==> src/rtl/fwd_pkg.sv <==
package fwd_pkg;

  typedef enum logic [1:0] {
    SEL_ME_BYP = 2'd0,
    SEL_RT_REG = 2'd1,
    SEL_WB_BYP = 2'd2,
    SEL_IMM    = 2'd3
  } opnd_sel_e;

  localparam int OPC_W = 6;

  localparam logic [OPC_W-1:0] OPC_RTYPE  = 6'h00;
  localparam logic [OPC_W-1:0] OPC_REGIMM = 6'h01;
  localparam logic [OPC_W-1:0] OPC_JMP    = 6'h02;
  localparam logic [OPC_W-1:0] OPC_JLINK  = 6'h03;
  localparam logic [OPC_W-1:0] OPC_BEQ    = 6'h04;
  localparam logic [OPC_W-1:0] OPC_BNE    = 6'h05;
  localparam logic [OPC_W-1:0] OPC_BLEZ   = 6'h06;
  localparam logic [OPC_W-1:0] OPC_BGTZ   = 6'h07;
  localparam logic [OPC_W-1:0] OPC_SB     = 6'h28;
  localparam logic [OPC_W-1:0] OPC_SH     = 6'h29;
  localparam logic [OPC_W-1:0] OPC_SW     = 6'h2B;

endpackage

==> src/rtl/dst_decode.sv <==
module dst_decode
  import fwd_pkg::*;
#(
  parameter int RA_W = 5
) (
  input  logic                 valid,
  input  logic [OPC_W-1:0]     opc,
  input  logic [RA_W-1:0]      rt,
  input  logic [RA_W-1:0]      rd,
  output logic                 is_rtype,
  output logic [RA_W-1:0]      dst
);

  localparam logic [RA_W-1:0] LINK_REG = '1;

  logic writes_none;
  logic is_link;

  always_comb begin
    is_rtype = (opc == OPC_RTYPE);
    is_link  = (opc == OPC_JLINK);
    unique case (opc)
      OPC_REGIMM, OPC_BEQ, OPC_BNE, OPC_BLEZ, OPC_BGTZ,
      OPC_SB, OPC_SH, OPC_SW, OPC_JMP: writes_none = 1'b1;
      default:                          writes_none = 1'b0;
    endcase
  end

  always_comb begin
    if (!valid || writes_none) dst = '0;
    else if (is_rtype)         dst = rd;
    else if (is_link)          dst = LINK_REG;
    else                       dst = rt;
  end

endmodule

==> src/rtl/reg_match.sv <==
module reg_match #(
  parameter int RA_W = 5
) (
  input  logic [RA_W-1:0] a,
  input  logic [RA_W-1:0] b,
  output logic            hit
);

  always_comb hit = (a == b) && (a != '0);

endmodule

==> src/rtl/opnd_sel_gen.sv <==
module opnd_sel_gen
  import fwd_pkg::*;
#(
  parameter int RA_W  = 5,
  parameter int N_CMP = 2
) (
  input  logic                       valid,
  input  logic                       is_rtype,
  input  logic [RA_W-1:0]            rt,
  input  logic [N_CMP-1:0][RA_W-1:0] older_dst,
  output opnd_sel_e                  sel
);

  logic [N_CMP-1:0] hit;

  for (genvar g = 0; g < N_CMP; g++) begin : g_cmp
    reg_match #(.RA_W(RA_W)) u_match (
      .a  (rt),
      .b  (older_dst[g]),
      .hit(hit[g])
    );
  end

  always_comb begin
    if (!valid)         sel = SEL_RT_REG;
    else if (!is_rtype) sel = SEL_IMM;
    else if (hit[0])    sel = SEL_ME_BYP;
    else if (hit[1])    sel = SEL_WB_BYP;
    else                sel = SEL_RT_REG;
  end

endmodule

==> src/rtl/fwd_ctl.sv <==
module fwd_ctl
  import fwd_pkg::*;
#(
  parameter int INSN_W = 32,
  parameter int RA_W   = 5
) (
  input  logic              clk,
  input  logic              rst_n,
  input  logic              id_valid,
  input  logic [INSN_W-1:0] id_insn,
  output logic [1:0]        ex_sel,
  output logic [RA_W-1:0]   ex_dst,
  output logic [RA_W-1:0]   me_dst,
  output logic [RA_W-1:0]   wb_dst
);

  localparam int OPC_LSB = INSN_W - OPC_W;
  localparam int RT_LSB  = OPC_LSB - 2*RA_W;
  localparam int RD_LSB  = RT_LSB - RA_W;
  localparam int NSTG    = 3;

  logic [OPC_W-1:0] opc;
  logic [RA_W-1:0]  rt, rd, id_dst;
  logic             is_rtype;
  opnd_sel_e        id_sel;
  logic [NSTG-1:0][RA_W-1:0] dst_q;
  opnd_sel_e        sel_q;

  assign opc = id_insn[OPC_LSB +: OPC_W];
  assign rt  = id_insn[RT_LSB  +: RA_W];
  assign rd  = id_insn[RD_LSB  +: RA_W];

  logic unused_fields;
  assign unused_fields = ^{id_insn[RT_LSB+RA_W +: RA_W], id_insn[RD_LSB-1:0]};

  dst_decode #(.RA_W(RA_W)) u_dec (
    .valid   (id_valid),
    .opc     (opc),
    .rt      (rt),
    .rd      (rd),
    .is_rtype(is_rtype),
    .dst     (id_dst)
  );

  opnd_sel_gen #(.RA_W(RA_W), .N_CMP(2)) u_sel (
    .valid    (id_valid),
    .is_rtype (is_rtype),
    .rt       (rt),
    .older_dst({dst_q[1], dst_q[0]}),
    .sel      (id_sel)
  );

  always_ff @(posedge clk or negedge rst_n) begin
    if (!rst_n) sel_q <= SEL_RT_REG;
    else        sel_q <= id_sel;
  end

  for (genvar g = 0; g < NSTG; g++) begin : g_dst
    always_ff @(posedge clk or negedge rst_n) begin
      if (!rst_n)      dst_q[g] <= '0;
      else if (g == 0) dst_q[g] <= id_dst;
      else             dst_q[g] <= dst_q[(g == 0) ? 0 : g-1];
    end
  end

  assign ex_sel = sel_q;
  assign ex_dst = dst_q[0];
  assign me_dst = dst_q[1];
  assign wb_dst = dst_q[2];

endmodule

==> config.mk <==
export PLATFORM = sky130hd
export DESIGN_NAME = fwd_ctl
export DESIGN_NICKNAME = d
export VERILOG_FILES = /design/src/rtl/fwd_pkg.sv /design/src/rtl/dst_decode.sv /design/src/rtl/reg_match.sv /design/src/rtl/opnd_sel_gen.sv /design/src/rtl/fwd_ctl.sv
export SDC_FILE = /design/constraint.sdc
export NUM_CORES = 1
export LEC_CHECK = 0
export CORE_MARGIN = 2
export CORE_UTILIZATION = 37
export DETAILED_ROUTE_END_ITERATION = 8
export GPL_ROUTABILITY_DRIVEN = 0
export GPL_TIMING_DRIVEN = 1
export PLACE_DENSITY_LB_ADDON = 0.3
export SYNTH_ARGS = -nofsm -noshare
export SYNTH_HDL_FRONTEND = slang
export SYNTH_SLANG_ARGS = --single-unit
==> constraint.sdc <==
create_clock -name clk -period 3.4 [get_ports clk]
set_input_delay 0.68 -clock clk [delete_from_list [all_inputs] [get_ports clk]]
set_output_delay 0.68 -clock clk [all_outputs]
set_load 0.02 [all_outputs]
Word level (Yosys, flattened, before mapping)
Index checks and enable logic that the tools add are counted.
Cells by class
  equality and inequality tests: 12
  multiplexer cells: 8
  reductions and logical operators: 7
Operator list (number)
  $eq A6 B3 Y1 const B: 4
  $eq A6 B6 Y1 const B: 3
  $mux W5: 3
  $eq A6 B2 Y1 const B: 2
  $eq A5 B5 Y1: 2
  $reduce_or A9 Y1: 1
  $mux W2: 4
  $eq A6 B1 Y1 const B: 1
  $logic_not A6 Y1: 1
  $reduce_bool A5 Y1: 1
  $logic_and A1 B1 Y1: 2
  $logic_not A1 Y1: 1
  $logic_or A1 B1 Y1: 1
  $mux W1: 1
Storage, ports and cells
  flip-flop bits (word level): 17
  input bits: 35
  output and inout port bits: 17

Logic depth before layout (Yosys ltp)
  depth in word-level cells: 6
  depth in mapped cells: 6
  depth with buffers taken out: 5

Modules after synthesis
From an unflattened synthesis, not the netlist that was laid out.
Unflattened totals
  cells, all modules: 55
  area, all modules: 714.4 sq um
Modules (own cells, without submodules)
  fwd_ctl: instances 1, cells an instance 17, area each 426.7 sq um, seq. area each 426.7 sq um
  reg_match: instances 2, cells an instance 9, area each 70.1 sq um, seq. area each 0.0 sq um
  dst_decode: instances 1, cells an instance 17, area each 126.4 sq um, seq. area each 0.0 sq um
  opnd_sel_gen: instances 1, cells an instance 3, area each 21.3 sq um, seq. area each 0.0 sq um

Worst setup path after synthesis
Ideal clock, no wire load.
  path kind: input to register
  start: input port id_insn[29]
  end: register dst_q, in the netlist ex_dst[0]
  data arrival time: 1.909 ns
  data required time: 3.320 ns
  slack: 1.412 ns
  cell stages on the path: 6
  cell sequence: or4_4 > or3_1 > buf_2 > clkinv_4 > nor3_1 > nor3b_2
Between the ends
  cells in the longest elaborated chain, start to end: 5
Ends and longest elaborated chain
  from (decl): line fwd_ctl.sv:10  | input logic [INSN_W-1:0] id_insn,
  $eq A6 B1 Y1 (tied with other cells): line dst_decode.sv:22  | unique case (opc)
  $reduce_or A9 Y1: line dst_decode.sv:22
  $mux W1: line dst_decode.sv:22
  $logic_or A1 B1 Y1: line dst_decode.sv:30  | if (!valid || writes_none) dst = '0;
  $mux W5 (*): line dst_decode.sv:30
  named net id_dst[0]: line fwd_ctl.sv:23  | logic [RA_W-1:0] rt, rd, id_dst;
  to (signal, indexed assignment): line fwd_ctl.sv:61  | else if (g == 0) dst_q[g] <= id_dst;
  to (signal, indexed assignment): line fwd_ctl.sv:62  | else dst_q[g] <= dst_q[(g == 0) ? 0 : g-1];
  to (decl): line fwd_ctl.sv:26  | logic [NSTG-1:0][RA_W-1:0] dst_q;
Mark *: on every way through the listed nets, which the timed path passes. The rest lies on a longest branch.

Final worst setup path
  start: input port id_insn[29]
  end: register dst_q, in the netlist ex_dst[1]
Same word-level chain as after synthesis.

==> reports/summary.txt <==
Outcome = finished clean
DR DRC count = 0
IO Port Bufs = 35
Ant. Diodes = 0
Setup CP Type = in -> reg
Full die area = 2440 um2
Mux contribution to synthesized area = 1.31%
Routed length on met1 = 594 um
# Max-Cap Violations = 0
Antenna viol nets, final = 0
Mapped Cells = 64
Ys Warns = 0
Vias per Instance = 4.81
Sw frac = 24.9%
Clock tree buffer depth = 2
Worst-path clk slew = 0.09 ns
Pint = 0.314 mW
Synth cell types = 24
Root buf cell = clkbuf_4
Highest Signal Layer = met4
Synth area leader = dfrtp_1
Wire length on met2 = 805 um
Worst-Skew Late Latency = 0.27 ns
Fmax = 0.443 GHz
Vias in the first global route = 656
Worst path required time = 3.60 ns
Worst slew pin tran = 0.706 ns
TritonRoute pass-1 iters = 2
Sequential power share = 53.0%
Clock power share = 23.7%
Count leader, synth = dfrtp_1
Final Hold Viols = 0
Post-synth top cells = dfrtp_1, nor2_1, xnor2_1, nor3_1, nor3b_2
CTS tree = yes
NumNets Final = 138
Cells after DPL = 125
# fillers = 190
I/O Pins = 52
Hold WC Path Type = reg -> reg
Simple-gate portion of the synthesized area = 24.0%
Crit path launch type = input pin
Largest net degree at the start of global routing = 18
Avg Cell Area, Syn = 11.9 um2
Overall Global Routing Usage = 14.5%
Final Cycle Share = 66.4%
Comb pwr share = 23.4%
Main synth FF type = dfrtp_1
CTS Hold Buffers Added = 0
Design area = 1170 um2
CTS buffer count = 3
Routed wl met3 = 116 um
Sw Pwr = 0.104 mW
Area share of xor/xnor cells in the synthesized design = 11.5%
CP endpoint kind = register
Pre-CTS setup slack = 0.844 ns
Die Y = 49.4 um
Hold slack = 0.420 ns
CORE AREA = 1960 um2
Final setup skew = 0.00334 ns
CP arrival = 2.46 ns
Syn Nets = 99
Largest family of logic cells by synthesized area = simple AND/OR/NAND/NOR gates
Final Util = 59.5%
Worst slew margin = 52.8%
Post-synthesis compound-gate area fraction = 4.93%
Htree depth = 1
Detailed Route WL = 1530 um
Placed Area = 1140 um2
P&R area growth vs syn = 53.2%
RSZ-0062 raised after global routing = false
Vias = 621
Register area share after synthesis = 56.0%
CP Max Fanout = 7
Routed wire length per instance = 11.9 um
Clk sinks = 17
Rows = 16
Sum Neg Setup Slack = 0 ns
Leak Pwr = 0.479 nW
# resized after CTS = 0
Post-route setup slack = 1.14 ns
Final-report setup violation count = 0
Power Dens Cells = 358 nW/um2
Yosys reg bits = 17
Synth Cell Area = 762 um2
First-pass GRT wire length = 2690 um
Slew Viols, Final = 0
Post-synth EDFFs = 0
Starting density of the core = 38.8%
Post-synth top area share = 52.5%
Period minus WS final = 2.26 ns
GRT overflow = 0
Max VDD drop = 0.147 mV
Layout cells sized above 1 = 12.7%
Area contributors post-synth = dfrtp_1, nor3b_2, xnor2_1, xor2_1, nor2_1
Asr flop ratio synth = 100%
Total chip power = 0.418 mW
Post-route insts no fill = 129
Die W = 49.4 um
Initial antenna violation count = 0
DRT iter0 DRCs = 2
Adder-Cell Fraction of Synth Area = 0%
Number of setup buffers added after CTS = 0
-- layout make-up --
class                      count  area (um2)  share of cell area (%)
clock buffer                   4        26.3                    2.25
timing repair buffer          35         350                    30.0
multi-input combinational     44         318                    27.2
inverter                       2        12.5                    1.07
sequential                    17         427                    36.5
tap                           27        33.8                    2.89
-- cells by family (layout without fill, tap and decap cells) --
kind of cell | after synthesis | in the layout
AO/OA/AOI/OAI | 5 | 5
flip-flops | 17 | 17
multiplexers | 1 | 1
AND/OR/NAND/NOR | 28 | 28
buffers and inverters | 3 | 41
XOR/XNOR | 10 | 10
-- state kept, by name (all words and copies together), names as in the netlist --
signal / flops
wb_dst: 5
ex_dst: 5
ex_sel: 2
me_dst: 5
-- metal layers --
| layer | global-route usage [%] | up-vias |
|---|---|---|
| met5 | 0 | - |
| met2 | 25.9 | 29 |
| met3 | 3.07 | 2 |
| met4 | 8.33 | 0 |
| li1 | - | 296 |
| met1 | 15.6 | 294 |
-- power groups by stage --
stage | Combinational (mW) | Sequential [mW] | Clock [mW]
detailed placement | 0.0988 | 0.226 | 0
floorplan | 0.0251 | 0.241 | 0
finish | 0.0977 | 0.222 | 0.0990
global route | 0.105 | 0.224 | 0.113
CTS | 0.0991 | 0.222 | 0.103
global placement | 0.0970 | 0.226 | 0
-- critical path: stages --
cell             delay (ns)
clkdlybuf4s50_1        0.43
or4_4                  0.55
or3_1                  0.44
clkinv_4               0.11
nor3_1                 0.06
nor3b_2                0.17
-- cell usage in the layout (no fill, tap or decap) --
cell type         n
clkdlybuf4s50_1  35
dfrtp_1          16
nor2_1            8
xnor2_1           6
nor3_1            5
nor3b_2           5
xor2_1            4
clkbuf_4          3
nand3_1           2
nor4_1            2
or4_4             1
or3_1             1
clkinv_4          1
nand2_1           1
and2_2            1
inv_1             1
a21oi_1           1
mux2i_1           1
o31a_2            1
o21a_1            1
or4_1             1
o211ai_1          1
nand2b_1          1
a21boi_0          1
clkbuf_1          1
dfstp_2           1
-- path summary, 6_finish.rpt --
check | startpoint | cells after the start | slack, ns | to
worst max-delay path | id_insn[29] | 6 | 1.14 | ex_dst[1]
worst min-delay path | me_dst[4] | 0 | 0.42 | wb_dst[4]
worst max register to register | me_dst[4] | 5 | 2.04 | ex_sel[1]
worst min register to register | me_dst[4] | 0 | 0.42 | wb_dst[4]
max in group asynchronous | rst_n | 1 | 2.13 | wb_dst[0]
min in group asynchronous | rst_n | 1 | 0.83 | me_dst[1]
Power figures use the tool's default switching activity.
